--- src/rtl/cpuif_pkg.sv ---
// Package: shared register map for the per-CPU acknowledge interface.
// Assumes the bus presents word-aligned byte addresses; bits 3:2 pick the word.
package cpuif_pkg;
    typedef enum logic [1:0] {
        REG_CTRL  = 2'd0,
        REG_PMASK = 2'd1,
        REG_ACK   = 2'd2,
        REG_EOI   = 2'd3
    } reg_sel_e;
endpackage

--- src/rtl/cpuif_select.sv ---
// Module: cpuif_select
// Picks the most urgent valid lane: lowest priority value, then lowest ID.
// Assumes the lanes carry distinct IDs. Purely combinational; the depth grows
// linearly with NLANES.
module cpuif_select #(
    parameter int NLANES = 4,
    parameter int ID_W   = 10,
    parameter int PRIO_W = 8,
    parameter int SRC_W  = 4
) (
    input  logic [NLANES-1:0]        lane_v,
    input  logic [NLANES*ID_W-1:0]   lane_id,
    input  logic [NLANES*PRIO_W-1:0] lane_prio,
    input  logic [NLANES*SRC_W-1:0]  lane_src,
    output logic                     best_v,
    output logic [ID_W-1:0]          best_id,
    output logic [PRIO_W-1:0]        best_prio,
    output logic [SRC_W-1:0]         best_src
);
    // Linear scan keeping the current winner
    always_comb begin
        best_v    = 1'b0;
        best_id   = '0;
        best_prio = '0;
        best_src  = '0;
        for (int i = 0; i < NLANES; i++) begin
            if (lane_v[i] &&
                (!best_v ||
                 lane_prio[i*PRIO_W +: PRIO_W] < best_prio ||
                 (lane_prio[i*PRIO_W +: PRIO_W] == best_prio &&
                  lane_id[i*ID_W +: ID_W] < best_id))) begin
                best_v    = 1'b1;
                best_id   = lane_id[i*ID_W +: ID_W];
                best_prio = lane_prio[i*PRIO_W +: PRIO_W];
                best_src  = lane_src[i*SRC_W +: SRC_W];
            end
        end
    end
endmodule

--- src/rtl/cpuif_active.sv ---
// Module: cpuif_active
// Holds the single active interrupt (ID and source). It sets on acknowledge and
// clears on a completion value that matches it exactly.
// Assumes set is only raised while no interrupt is active.
module cpuif_active #(
    parameter int ID_W  = 10,
    parameter int SRC_W = 4
) (
    input  logic                  clk,
    input  logic                  rst_n,
    input  logic                  set,
    input  logic [ID_W-1:0]       set_id,
    input  logic [SRC_W-1:0]      set_src,
    input  logic                  clr_req,
    input  logic [ID_W+SRC_W-1:0] clr_val,
    output logic                  act_v,
    output logic                  done_stb,
    output logic [ID_W-1:0]       done_id,
    output logic [SRC_W-1:0]      done_src
);
    logic [ID_W-1:0]  act_id;
    logic [SRC_W-1:0] act_src;
    logic             match;

    // Completion is accepted only for the exact active value
    assign match = act_v && (clr_val == {act_src, act_id});

    // Active slot update
    always_ff @(posedge clk) begin
        if (!rst_n) begin
            act_v   <= 1'b0;
            act_id  <= '0;
            act_src <= '0;
        end else if (set) begin
            act_v   <= 1'b1;
            act_id  <= set_id;
            act_src <= set_src;
        end else if (clr_req && match) begin
            act_v <= 1'b0;
        end
    end

    // Completion pulse towards the distributor
    always_ff @(posedge clk) begin
        if (!rst_n) begin
            done_stb <= 1'b0;
            done_id  <= '0;
            done_src <= '0;
        end else begin
            done_stb <= clr_req && match;
            if (clr_req && match) begin
                done_id  <= act_id;
                done_src <= act_src;
            end
        end
    end
endmodule

--- src/rtl/cpu_ack_if.sv ---
// Module: cpu_ack_if (top)
// Per-CPU interrupt acknowledge interface: it masks the best candidate by
// priority, drives the request line, and serves the control, mask, acknowledge
// and completion registers. Assumes the distributor withdraws a lane once it
// sees ack_stb_o for it. One active interrupt at a time.
module cpu_ack_if #(
    parameter int NLANES    = 4,
    parameter int ID_W      = 10,
    parameter int PRIO_W    = 8,
    parameter int SRC_W     = 4,
    parameter int SGI_COUNT = 16
) (
    input  logic                     clk,
    input  logic                     rst_n,
    input  logic                     bus_rd,
    input  logic                     bus_wr,
    input  logic [3:0]               bus_addr,
    input  logic [31:0]              bus_wdata,
    output logic [31:0]              bus_rdata,
    input  logic [NLANES-1:0]        cand_valid,
    input  logic [NLANES*ID_W-1:0]   cand_id,
    input  logic [NLANES*PRIO_W-1:0] cand_prio,
    input  logic [NLANES*SRC_W-1:0]  cand_src,
    output logic                     irq_o,
    output logic                     ack_stb_o,
    output logic [ID_W-1:0]          ack_id_o,
    output logic [SRC_W-1:0]         ack_src_o,
    output logic                     eoi_stb_o,
    output logic [ID_W-1:0]          eoi_id_o,
    output logic [SRC_W-1:0]         eoi_src_o
);
    import cpuif_pkg::*;

    localparam int              VAL_W   = ID_W + SRC_W;
    localparam logic [ID_W-1:0] SPUR_ID = '1;
    localparam logic [ID_W-1:0] SGI_LIM = ID_W'(SGI_COUNT);

    logic              best_v;
    logic [ID_W-1:0]   best_id;
    logic [PRIO_W-1:0] best_prio;
    logic [SRC_W-1:0]  best_src;
    logic              en_q;
    logic [PRIO_W-1:0] pmask_q;
    logic              act_v;
    logic              qualify;
    logic              take;
    logic              eoi_req;
    reg_sel_e          word;
    logic [SRC_W-1:0]  ret_src;
    logic [VAL_W-1:0]  ack_val;

    cpuif_select #(
        .NLANES(NLANES), .ID_W(ID_W), .PRIO_W(PRIO_W), .SRC_W(SRC_W)
    ) u_select (
        .lane_v   (cand_valid),
        .lane_id  (cand_id),
        .lane_prio(cand_prio),
        .lane_src (cand_src),
        .best_v   (best_v),
        .best_id  (best_id),
        .best_prio(best_prio),
        .best_src (best_src)
    );

    // Qualification: enabled, strictly under the mask, no interrupt in service
    assign qualify = en_q && best_v && (best_prio < pmask_q) && !act_v;
    assign irq_o   = qualify;

    assign word    = reg_sel_e'(bus_addr[3:2]);
    assign take    = bus_rd && (word == REG_ACK) && qualify;
    assign eoi_req = bus_wr && (word == REG_EOI);
    assign ret_src = (best_id < SGI_LIM) ? best_src : '0;
    assign ack_val = take ? {ret_src, best_id} : {{SRC_W{1'b0}}, SPUR_ID};

    cpuif_active #(.ID_W(ID_W), .SRC_W(SRC_W)) u_active (
        .clk     (clk),
        .rst_n   (rst_n),
        .set     (take),
        .set_id  (best_id),
        .set_src (ret_src),
        .clr_req (eoi_req),
        .clr_val (bus_wdata[VAL_W-1:0]),
        .act_v   (act_v),
        .done_stb(eoi_stb_o),
        .done_id (eoi_id_o),
        .done_src(eoi_src_o)
    );

    // Configuration registers written by the processor
    always_ff @(posedge clk) begin
        if (!rst_n) begin
            en_q    <= 1'b0;
            pmask_q <= '0;
        end else if (bus_wr) begin
            if (word == REG_CTRL)  en_q    <= bus_wdata[0];
            if (word == REG_PMASK) pmask_q <= bus_wdata[PRIO_W-1:0];
        end
    end

    // Registered read data
    always_ff @(posedge clk) begin
        if (!rst_n) begin
            bus_rdata <= '0;
        end else if (bus_rd) begin
            case (word)
                REG_CTRL:  bus_rdata <= {31'b0, en_q};
                REG_PMASK: bus_rdata <= {{(32-PRIO_W){1'b0}}, pmask_q};
                REG_ACK:   bus_rdata <= {{(32-VAL_W){1'b0}}, ack_val};
                default:   bus_rdata <= '0;
            endcase
        end
    end

    // Acknowledge pulse towards the distributor
    always_ff @(posedge clk) begin
        if (!rst_n) begin
            ack_stb_o <= 1'b0;
            ack_id_o  <= '0;
            ack_src_o <= '0;
        end else begin
            ack_stb_o <= take;
            if (take) begin
                ack_id_o  <= best_id;
                ack_src_o <= ret_src;
            end
        end
    end
endmodule

--- config.mk ---
export PLATFORM = sky130hd
export DESIGN_NAME = cpu_ack_if
export DESIGN_NICKNAME = d
export VERILOG_FILES = /design/src/rtl/cpuif_pkg.sv /design/src/rtl/cpuif_select.sv /design/src/rtl/cpuif_active.sv /design/src/rtl/cpu_ack_if.sv
export SDC_FILE = /design/constraint.sdc
export NUM_CORES = 1
export LEC_CHECK = 0
export CORE_ASPECT_RATIO = 1.5
export CORE_MARGIN = 2
export CORE_UTILIZATION = 50
export DETAILED_ROUTE_END_ITERATION = 16
export DONT_BUFFER_PORTS = 1
export HOLD_SLACK_MARGIN = 0.03
export SYNTH_ARGS = -nofsm -noshare
export SYNTH_HDL_FRONTEND = slang
export SYNTH_SLANG_ARGS = --single-unit
--- constraint.sdc ---
create_clock -name clk -period 23.4 [get_ports clk]
set_clock_uncertainty 0.15 [all_clocks]
set_input_delay 2.34 -clock clk [delete_from_list [all_inputs] [get_ports clk]]
set_output_delay 2.34 -clock clk [all_outputs]
set_load 0.03 [all_outputs]
==> run_results.csv, run 1 <==
group,metric,value,unit
synth,ys_dominant_reg_cell,"dfxtp_1",
setup_path,slowest_stage,"nor2_1",
setup_path,crit_path_start_kind,"input pin",
timing,fin_ws,9.83,ns
power_and_ir_drop,power.share.clock,35.5,%
power_and_ir_drop,irDropWorstVdd,0.0607,mV
finish,syn_to_final_growth,3.27,%
setup_path,crit_family,"compound AO/OA/AOI/OAI gates",
clocking,post_cts_resized,0,
timing,fin_crit_sh,58.0,%
synth,syn_area,4820,um2
clocking,path_clk_slew,0.06,ns
timing,fin_crit,13.57,ns
synth,synthCells,609,
setup_path,cp_slowest_stage_delay,0.59,ns
global_routing,overflow,0,
route,routed_via_density,6.05,
route,num_vias,4251,
clocking,cts_hold_buf,0,
place,dpl_worst_slack,9.78,ns
run,max_cap_viol_count,0,
setup_path,endpoint_kind,"output port",
hold_path,min-delay-path-class,"reg2reg",
synth,ys_seq_area_share,22.4,%
synth,syn_area_per_cell,7.92,um2
synth,async_flop_share,0,%
route,drt-total-wl,13.5,mm
setup_path,cp.buffers_inverters,5,
clocking,postCtsSetupBuffers,0,
timing,slew_headroom,29.8,%
power_and_ir_drop,intPower,190,uW
floorplan,ios,195,
floorplan,core.rowCount,43,
synth,synth-warning-count,0,
place,dp.cells,695,
finish,drive_gt1_share,5.75,%
clocking,clock-sinks,54,
global_routing,grt_pass1_wl,21.2,mm
route,drc,0,
setup_path,critPathKind,"in2out",
floorplan,dieArea,10500,um2
power_and_ir_drop,p_seq_share,35.3,%
route,ant_nets,0,
power_and_ir_drop,power_density,55.2,nW/um2
timing,fmax,73.7,MHz
power_and_ir_drop,power_switching,85.1,uW
timing,holdWs,0.329,ns
place,port_buffers,0,
finish,antenna_cells,0,
synth,ys_seq_elements,54,
route,drt_iter0_drc,126,
floorplan,fp.dieH,124,um
global_routing,grtUsageTotal,25.1,%
global_routing,grt_max_degree,38,
timing,hold_viol,0,
finish,nFillCells,908,
place,hpwl,11.2,mm
clocking,cts_tree,"done",
clocking,cts.path.max_buffers,2,
timing,rsz0062_at_grt,"false",
timing,tightestPinTransition,1.05,ns
setup_path,path_max_fanout,31,
global_routing,antenna_found_initial,0,
finish,instances_no_fill,703,
finish,final_net_count,780,
timing,maxSlewViolCount,0,
power_and_ir_drop,leakage,0.00220,uW
power_and_ir_drop,swShare,31.0,%
setup_path,timing.critical_path.mode_cell,"o21ai_0",
clocking,worstSkewPairLatency,0.30,ns
setup_path,worst_ep_arrival_time,11.08,ns
timing,report.final.setup_viol,0,
clocking,htree_levels,2,
timing,fin_tns_setup,0,ns
floorplan,fp.dieW,84.2,um
place,gp_congestion,0.873,
global_routing,grt_pass1_vias,4244,
clocking,cts_root_buffer,"clkbuf_16",
setup_path,required,20.91,ns
floorplan,coreArea,9310,um2
synth,synth_edf_count,0,
route,drt-pass1-iter-count,4,
power_and_ir_drop,p_comb_share,29.2,%
power_and_ir_drop,total_power,275,uW
synth,ys_types,63,
status,outcome,"completed",
floorplan,start_util,51.8,%
route,wl_per_cell,19.2,um
clocking,cts-buffers-inserted,5,
## stage by stage
stage               area [um2]  util (%)
finish                    4980      53.5
global route              4980      53.5
CTS                       4980      53.5
detailed placement        4780      51.4
global placement          4780      51.4
floorplan                 4890         -
## final cells by class
type                       count  area (um2)  area share [%]
multi-input combinational    485        3380            67.9
inverter                      40         150            3.01
clock buffer                   6         139            2.79
clock inverter                 2        60.1            1.21
timing repair buffer           4        30.0           0.603
tap                          112         140            2.81
sequential                    54        1080            21.7
## worst register-to-register path, cell delays in order, from the launching register on
cell and delay, ns:
dfxtp_1 0.37, inv_1 0.06, ha_1 0.32, a21oi_1 0.13, nor2b_1 0.05, o21ai_0 0.15
o2111a_1 0.21, o21ai_0 0.10, nor2_1 0.31, nand3_1 0.15, o21ai_0 0.39, buf_4 0.26
nor3_1 0.06, a211oi_1 0.24
## power groups by stage
stage | Clock, uW | Sequential (uW) | Combinational (uW)
2_1_floorplan | 0 | 98.7 | 68.4
4_1_cts | 99.0 | 97.2 | 80.7
6_report | 97.5 | 97.1 | 80.1
5_1_grt | 102 | 97.3 | 91.0
3_3_place_gp | 0 | 99.3 | 78.0
3_5_place_dp | 0 | 99.3 | 80.3
## sequential cells by signal, summed over array words and instances, names as in the netlist
signal / count
u_active.act_v: 1
u_active.done_src: 4
u_active.act_src: 4
u_active.done_id: 10
en_q: 1
pmask_q: 8
ack_stb_o: 1
u_active.done_stb: 1
bus_rdata: 14
u_active.act_id: 10
## cells by family (layout without fill, tap and decap cells)
group                      Yosys count  in the layout  synth area share [%]
DFF                                 54             54                  22.4
buffers and inverters               87             52                  8.82
muxes                               46             46                  9.75
and+or+nand+nor                    199            199                  20.3
other                                1             18                0.0777
AOI/OAI and AO/OA                  150            150                  21.1
adders and majority gates           58             58                  15.0
xor gates and xnor gates            14             14                  2.54
## cell usage after synthesis, types with 3 or more instances
| master | n | share of area [%] |
|---|---|---|
| a21o_1 | 14 | 2.2 |
| xnor2_1 | 10 | 1.8 |
| o21a_1 | 3 | 0.47 |
| nand2_1 | 80 | 6.2 |
| and2_1 | 4 | 0.52 |
| nand4_1 | 19 | 2.5 |
| o211ai_1 | 3 | 0.47 |
| o221ai_1 | 3 | 0.54 |
| a31oi_1 | 3 | 0.39 |
| mux2i_1 | 41 | 8.5 |
| inv_1 | 39 | 3.0 |
| nor3_1 | 9 | 0.93 |
| clkbuf_1 | 17 | 1.3 |
| or4_1 | 3 | 0.47 |
| nor2_1 | 32 | 2.5 |
| buf_1 | 3 | 0.23 |
| o31ai_1 | 5 | 0.78 |
| dfxtp_1 | 54 | 22 |
| buf_4 | 21 | 3.3 |
| nor2b_1 | 7 | 0.91 |
| a211oi_1 | 8 | 1.2 |
| o21ai_0 | 41 | 4.3 |
| nor4_1 | 3 | 0.39 |
| o21ai_1 | 4 | 0.42 |
| a21oi_1 | 44 | 4.6 |
| nand3_1 | 24 | 2.5 |
| nand4b_1 | 3 | 0.54 |
| xor2_1 | 4 | 0.73 |
| mux2_2 | 4 | 0.93 |
| buf_2 | 4 | 0.42 |
| ha_1 | 58 | 15 |
## routing by layer
metal | GRT usage [%] | wire [um]
met5 | 0 | 0
met4 | 8.92 | 374
met3 | 5.96 | 950
met2 | 47.6 | 7350
met1 | 26.2 | 4820
## path summary, 6_finish.rpt
path,depth (start not counted),to,slack [ns],startpoint
setup reg to reg,13,u_active.act_id[5]$_SDFFE_PN0P_,20.36,pmask_q[5]$_SDFFE_PN0P_
hold / removal,2,pmask_q[3]$_SDFFE_PN0P_,0.33,pmask_q[3]$_SDFFE_PN0P_
hold reg to reg,2,pmask_q[3]$_SDFFE_PN0P_,0.33,pmask_q[3]$_SDFFE_PN0P_
setup / recovery,36,irq_o,9.83,cand_valid[0]
## cell usage in the layout (no fill, tap or decap), types with 5 or more instances in the layout
cell and instances:
a211oi_1 8, dfxtp_1 54, o21ai_0 41, ha_1 58, mux2i_1 41, clkbuf_16 5
nor3_1 9, o31ai_1 5, nor2b_1 7, nand2_1 80, nand3_1 24, a21o_1 14
xnor2_1 10, conb_1 18, nand4_1 19, nor2_1 32, a21oi_1 44, inv_1 39
Power figures use the tool's default switching activity.
==> inputs of run 2 (changes only) <==
clock period = 13.4 ns   (was 23.4 ns; I/O delays follow)
==> run 2 against run 1 <==
Setup slack worse by 8.4 ns. Global-route usage up 0.28 points. Combinational power up 75%. Flip-flop and latch count unchanged. Critical endpoint unchanged. Via count up 0.66%.
==> run_results.csv, run 2 (same netlist as run 1, synthesis figures left out) <==
group,metric,value,unit
status,outcome,"completed",
finish,drive_gt1_share,5.59,%
clocking,cts_hold_buf,0,
power_and_ir_drop,total_power,434,uW
global_routing,antenna_found_initial,0,
timing,fin_ws,1.39,ns
floorplan,start_util,51.8,%
finish,final_net_count,780,
setup_path,rrSetupSlack,10.32,ns
global_routing,grtUsageTotal,25.4,%
power_and_ir_drop,irDropWorstVdd,0.102,mV
power_and_ir_drop,leakage,0.00218,uW
clocking,cts-buffers-inserted,5,
finish,regMostFlops,"bus_rdata",
finish,syn_to_final_growth,1.95,%
floorplan,ios,195,
timing,fin_crit_sh,89.6,%
setup_path,endpoint_kind,"output port",
floorplan,fp.dieH,124,um
hold_path,whs_path_depth,2,
clocking,path_clk_slew,0.06,ns
setup_path,path_max_fanout,31,
clocking,cts_tree,"done",
place,gp_congestion,0.844,
setup_path,crit_family,"compound AO/OA/AOI/OAI gates",
hold_path,holdPathEnd,"pmask_q[3]$_SDFFE_PN0P_",
setup_path,worst_ep_arrival_time,10.52,ns
hold_path,min-delay-path-class,"reg2reg",
clocking,post_cts_resized,0,
clocking,cts.path.max_buffers,2,
route,drt-total-wl,13.6,mm
run,max_cap_viol_count,0,
setup_path,critPathKind,"in2out",
clocking,cts_root_buffer,"clkbuf_16",
timing,rsz0062_at_grt,"false",
route,drt_iter0_drc,156,
setup_path,required,11.91,ns
setup_path,cp_slowest_stage_delay,0.66,ns
clocking,worstSkewPairLatency,0.30,ns
hold_path,hold_start,"pmask_q[3]$_SDFFE_PN0P_",
timing,slew_headroom,23.7,%
setup_path,timing.critical_path.mode_cell,"o21ai_0",
route,routed_via_density,6.10,
power_and_ir_drop,power_density,88.4,nW/um2
floorplan,dieArea,10500,um2
setup_path,r2r_end,"u_active.act_id[8]$_SDFFE_PN0P_",
finish,antenna_cells,0,
floorplan,coreArea,9310,um2
place,dp.cells,695,
global_routing,grt_pass1_wl,21.5,mm
route,num_vias,4279,
setup_path,crit_path_start_kind,"input pin",
finish,largest_reg_flops,14,
route,drt-pass1-iter-count,5,
timing,holdWs,0.326,ns
setup_path,slowest_stage,"a221oi_4",
timing,fin_crit,12.01,ns
clocking,postCtsSetupBuffers,0,
finish,top_regs,"bus_rdata: 14 flops, u_active.act_id: 10 flops, u_active.done_id: 10 flops",
floorplan,core.rowCount,43,
timing,maxSlewViolCount,0,
place,hpwl,11.3,mm
route,drc,0,
route,ant_nets,0,
global_routing,overflow,0,
timing,hold_viol,0,
timing,report.final.setup_viol,0,
timing,fmax,83.2,MHz
route,wl_per_cell,19.3,um
place,port_buffers,0,
timing,tightestPinTransition,1.14,ns
clocking,clock-sinks,54,
finish,instances_no_fill,702,
setup_path,r2r-start,"pmask_q[5]$_SDFFE_PN0P_",
floorplan,fp.dieW,84.2,um
setup_path,reg2reg_depth,13,
finish,final_cell_mix,"nand2_1 (80), ha_1 (58), dfxtp_1 (54)",
global_routing,grt_pass1_vias,4269,
global_routing,grt_max_degree,38,
timing,fin_tns_setup,0,ns
finish,layout_commonest_cell,"nand2_1",
setup_path,cp.buffers_inverters,5,
clocking,htree_levels,2,
place,dpl_worst_slack,1.35,ns
[run 2: cell types whose count changed in the layout (fill, tap and decap cells not counted)]
cell,delta
clkinv_2,+2
clkbuf_8,-1
bufinv_16,-2
[run 2: per-stage QoR]
step                util [%]  area (um2)
floorplan                  -        4890
global placement        51.4        4780
detailed placement      51.4        4780
CTS                     52.8        4920
global route            52.8        4920
finish                  52.8        4920
[run 2: worst max-delay path by stage]
stage,startpoint,endpoint,cells after the start
4_1_cts,cand_prio[0],irq_o,36
6_report,cand_id[5],irq_o,36
5_1_grt,cand_prio[0],irq_o,37
3_3_place_gp,cand_prio[0],irq_o,36
3_5_place_dp,cand_prio[0],irq_o,36
2_1_floorplan,cand_valid[0],irq_o,44
[run 2: worst reg2reg max path: cells and delay by family, from the launching register on]
family	cells	cell delay (ns)
adders and majority gates	1	0.30
and+or+nand+nor	4	0.60
DFF	1	0.37
buffers and inverters	2	0.33
AOI/OAI and AO/OA	6	1.24
[run 2: per-layer routing]
layer | track usage, % | wire length (um) | share of wire [%] | vias to the layer above
met2 | 48.9 | 7430 | 55 | 151
met4 | 7.40 | 340 | 2.5 | 0
met1 | 25.8 | 4740 | 35 | 1985
met3 | 7.09 | 1070 | 7.9 | 22
met5 | 0 | 0 | 0 | -
li1 | - | - | - | 2121
[run 2: power by group]
| part | leakage, uW | switching [uW] | internal [uW] |
|---|---|---|---|
| Clock | 0.0000694 | 57.6 | 67.6 |
| Sequential | 0.000437 | 6.35 | 163 |
| Combinational | 0.00167 | 83.8 | 55.8 |
[run 2: final cells by class]
| class | instances | area [um2] |
|---|---|---|
| timing repair buffer | 4 | 30.0 |
| multi-input combinational | 485 | 3380 |
| fill | 926 | 4390 |
| sequential | 54 | 1080 |
| clock buffer | 5 | 125 |
| tap | 112 | 140 |
| clock inverter | 2 | 10.0 |
| inverter | 40 | 150 |
==> inputs of run 3 (changes only) <==
CORE_ASPECT_RATIO = 1.75   (was 1.5)
==> run 3 against run 2 <==
Total power rose by 2.0%. Cell area rose by 0.48%. Global-route usage barely moved. Flip-flop and latch count did not move. Non-clock buffer count fell by 1. Utilization fell by 0.32 points.
==> run_results.csv, run 3 (same netlist as run 1, synthesis figures left out) <==
group,metric,value,unit
setup_path,endpoint_kind,"output port",
place,dp.cells,704,
finish,largest_reg_flops,14,
setup_path,rrSetupSlack,10.46,ns
finish,final_cell_mix,"nand2_1 (80), ha_1 (58), dfxtp_1 (54)",
route,num_vias,4305,
route,drt-pass1-iter-count,5,
finish,multi_input_area,3380,um2
clocking,cts_root_buffer,"clkbuf_16",
route,routed_via_density,6.05,
timing,fin_crit,11.98,ns
floorplan,fp.dieH,134,um
setup_path,required,11.91,ns
timing,hold_viol,0,
place,hpwl,11.4,mm
floorplan,fp.dieW,78.2,um
floorplan,start_util,51.3,%
setup_path,worst_ep_arrival_time,10.49,ns
route,drt_iter0_drc,121,
power_and_ir_drop,power_switching,150,uW
timing,fin_ws,1.42,ns
timing,report.final.setup_viol,0,
route,wl_per_cell,19.2,um
global_routing,grt_pass1_wl,21.2,mm
setup_path,cp_slowest_stage_delay,0.81,ns
global_routing,grt_pass1_vias,4375,
finish,syn_to_final_growth,2.44,%
power_and_ir_drop,power.share.clock,29.9,%
timing,holdWs,0.322,ns
setup_path,r2r_end,"u_active.act_id[8]$_SDFFE_PN0P_",
floorplan,dieArea,10500,um2
clocking,worstSkewPairLatency,0.30,ns
power_and_ir_drop,leakage,0.00218,uW
timing,rsz0062_at_grt,"false",
status,outcome,"completed",
global_routing,overflow,0,
timing,tightestPinTransition,1.06,ns
finish,final_net_count,779,
route,drc,0,
setup_path,slowest_stage,"nor2_2",
finish,nFillCells,944,
clocking,post_cts_resized,0,
finish,drive_gt1_share,5.76,%
floorplan,core.rowCount,47,
setup_path,timing.critical_path.mode_cell,"o21ai_0",
power_and_ir_drop,intPower,293,uW
power_and_ir_drop,p_seq_share,38.2,%
global_routing,grt_max_degree,38,
clocking,cts.path.max_buffers,2,
clocking,htree_levels,2,
clocking,clock-sinks,54,
setup_path,path_max_fanout,32,
global_routing,grtUsageTotal,25.4,%
place,placed_cell_area,4790,um2
finish,seq_area,1080,um2
floorplan,coreArea,9410,um2
setup_path,r2r-start,"pmask_q[5]$_SDFFE_PN0P_",
finish,layout_commonest_cell,"nand2_1",
run,max_cap_viol_count,0,
power_and_ir_drop,p_comb_share,31.8,%
power_and_ir_drop,swShare,33.8,%
finish,antenna_cells,0,
clocking,cts-buffers-inserted,5,
power_and_ir_drop,irDropWorstVdd,0.0960,mV
timing,fin_crit_sh,89.4,%
floorplan,ios,195,
hold_path,min-delay-path-class,"reg2reg",
clocking,cts_hold_buf,0,
clocking,path_clk_slew,0.06,ns
timing,fin_tns_setup,0,ns
setup_path,reg2reg_depth,12,
place,port_buffers,0,
clocking,cts_tree,"done",
setup_path,crit_path_start_kind,"input pin",
route,drt-total-wl,13.7,mm
finish,regMostFlops,"bus_rdata",
clocking,postCtsSetupBuffers,0,
global_routing,antenna_found_initial,0,
place,dpl_worst_slack,1.35,ns
timing,slew_headroom,29.5,%
setup_path,critPathLaunch,"cand_prio[0]",
timing,maxSlewViolCount,0,
setup_path,crit_end,"irq_o",
power_and_ir_drop,power_density,89.7,nW/um2
route,ant_nets,0,
finish,instances_no_fill,712,
finish,final_cell_area,4940,um2
timing,fmax,83.5,MHz
place,gp_congestion,0.934,
setup_path,critPathKind,"in2out",
finish,top_regs,"bus_rdata: 14 flops, u_active.act_id: 10 flops, u_active.done_id: 10 flops",
-- run 3: changes by cell type in the layout (fill, tap and decap cells not counted), sizes merged --
cell	before	now
clkbuf	5	6
clkinv	2	1
clkinvlp	0	1
buf	4	3
-- run 3: per-layer routing --
| metal | share of wire (%) | global-route usage, % | vias to the layer above |
|---|---|---|---|
| met5 | 0 | 0 | - |
| met4 | 4.4 | 13.4 | 0 |
| met3 | 7.9 | 7.07 | 38 |
| met2 | 53 | 47.2 | 172 |
| met1 | 34 | 25.0 | 1984 |
| li1 | - | - | 2111 |
-- run 3: per-stage QoR --
stage               utilization (%)  total power [uW]
floorplan                         -               292
CTS                            52.5               447
global route                   52.5               470
global placement               50.9               311
finish                         52.5               443
detailed placement             50.9               314
-- run 3: worst min path at each step --
stage	from	endpoint	slack (ns)	cells past startpoint
2_1_floorplan	pmask_q[0]$_SDFFE_PN0P_	pmask_q[0]$_SDFFE_PN0P_	0.30	2
3_3_place_gp	pmask_q[0]$_SDFFE_PN0P_	pmask_q[0]$_SDFFE_PN0P_	0.31	2
3_5_place_dp	pmask_q[2]$_SDFFE_PN0P_	pmask_q[2]$_SDFFE_PN0P_	0.31	2
4_1_cts	pmask_q[1]$_SDFFE_PN0P_	pmask_q[1]$_SDFFE_PN0P_	0.32	2
5_1_grt	pmask_q[1]$_SDFFE_PN0P_	pmask_q[1]$_SDFFE_PN0P_	0.35	2
6_report	pmask_q[1]$_SDFFE_PN0P_	pmask_q[1]$_SDFFE_PN0P_	0.32	2
-- run 3: layout make-up --
type / count / share of cell area, %
clock inverter: 2 / 0.253
inverter: 40 / 3.04
clock buffer: 6 / 2.81
timing repair buffer: 3 / 0.456
sequential: 54 / 21.9
tap: 122 / 3.09
multi-input combinational: 485 / 68.5
-- run 3: power by group through the flow --
stage,logic (uW),registers [uW],clock network [uW]
after floorplan,119,172,0
after detailed placement,141,173,0
after global routing,159,170,141
after global placement,137,173,0
after CTS,142,169,136
final,141,170,133
-- run 3: critical path, delay by kind of cell --
family / cells / cell delay (ns)
mux: 2 / 0.58
fa+ha+maj: 4 / 0.99
compound gates: 21 / 5.24
buf+inv: 3 / 0.86
simple gates: 4 / 1.47
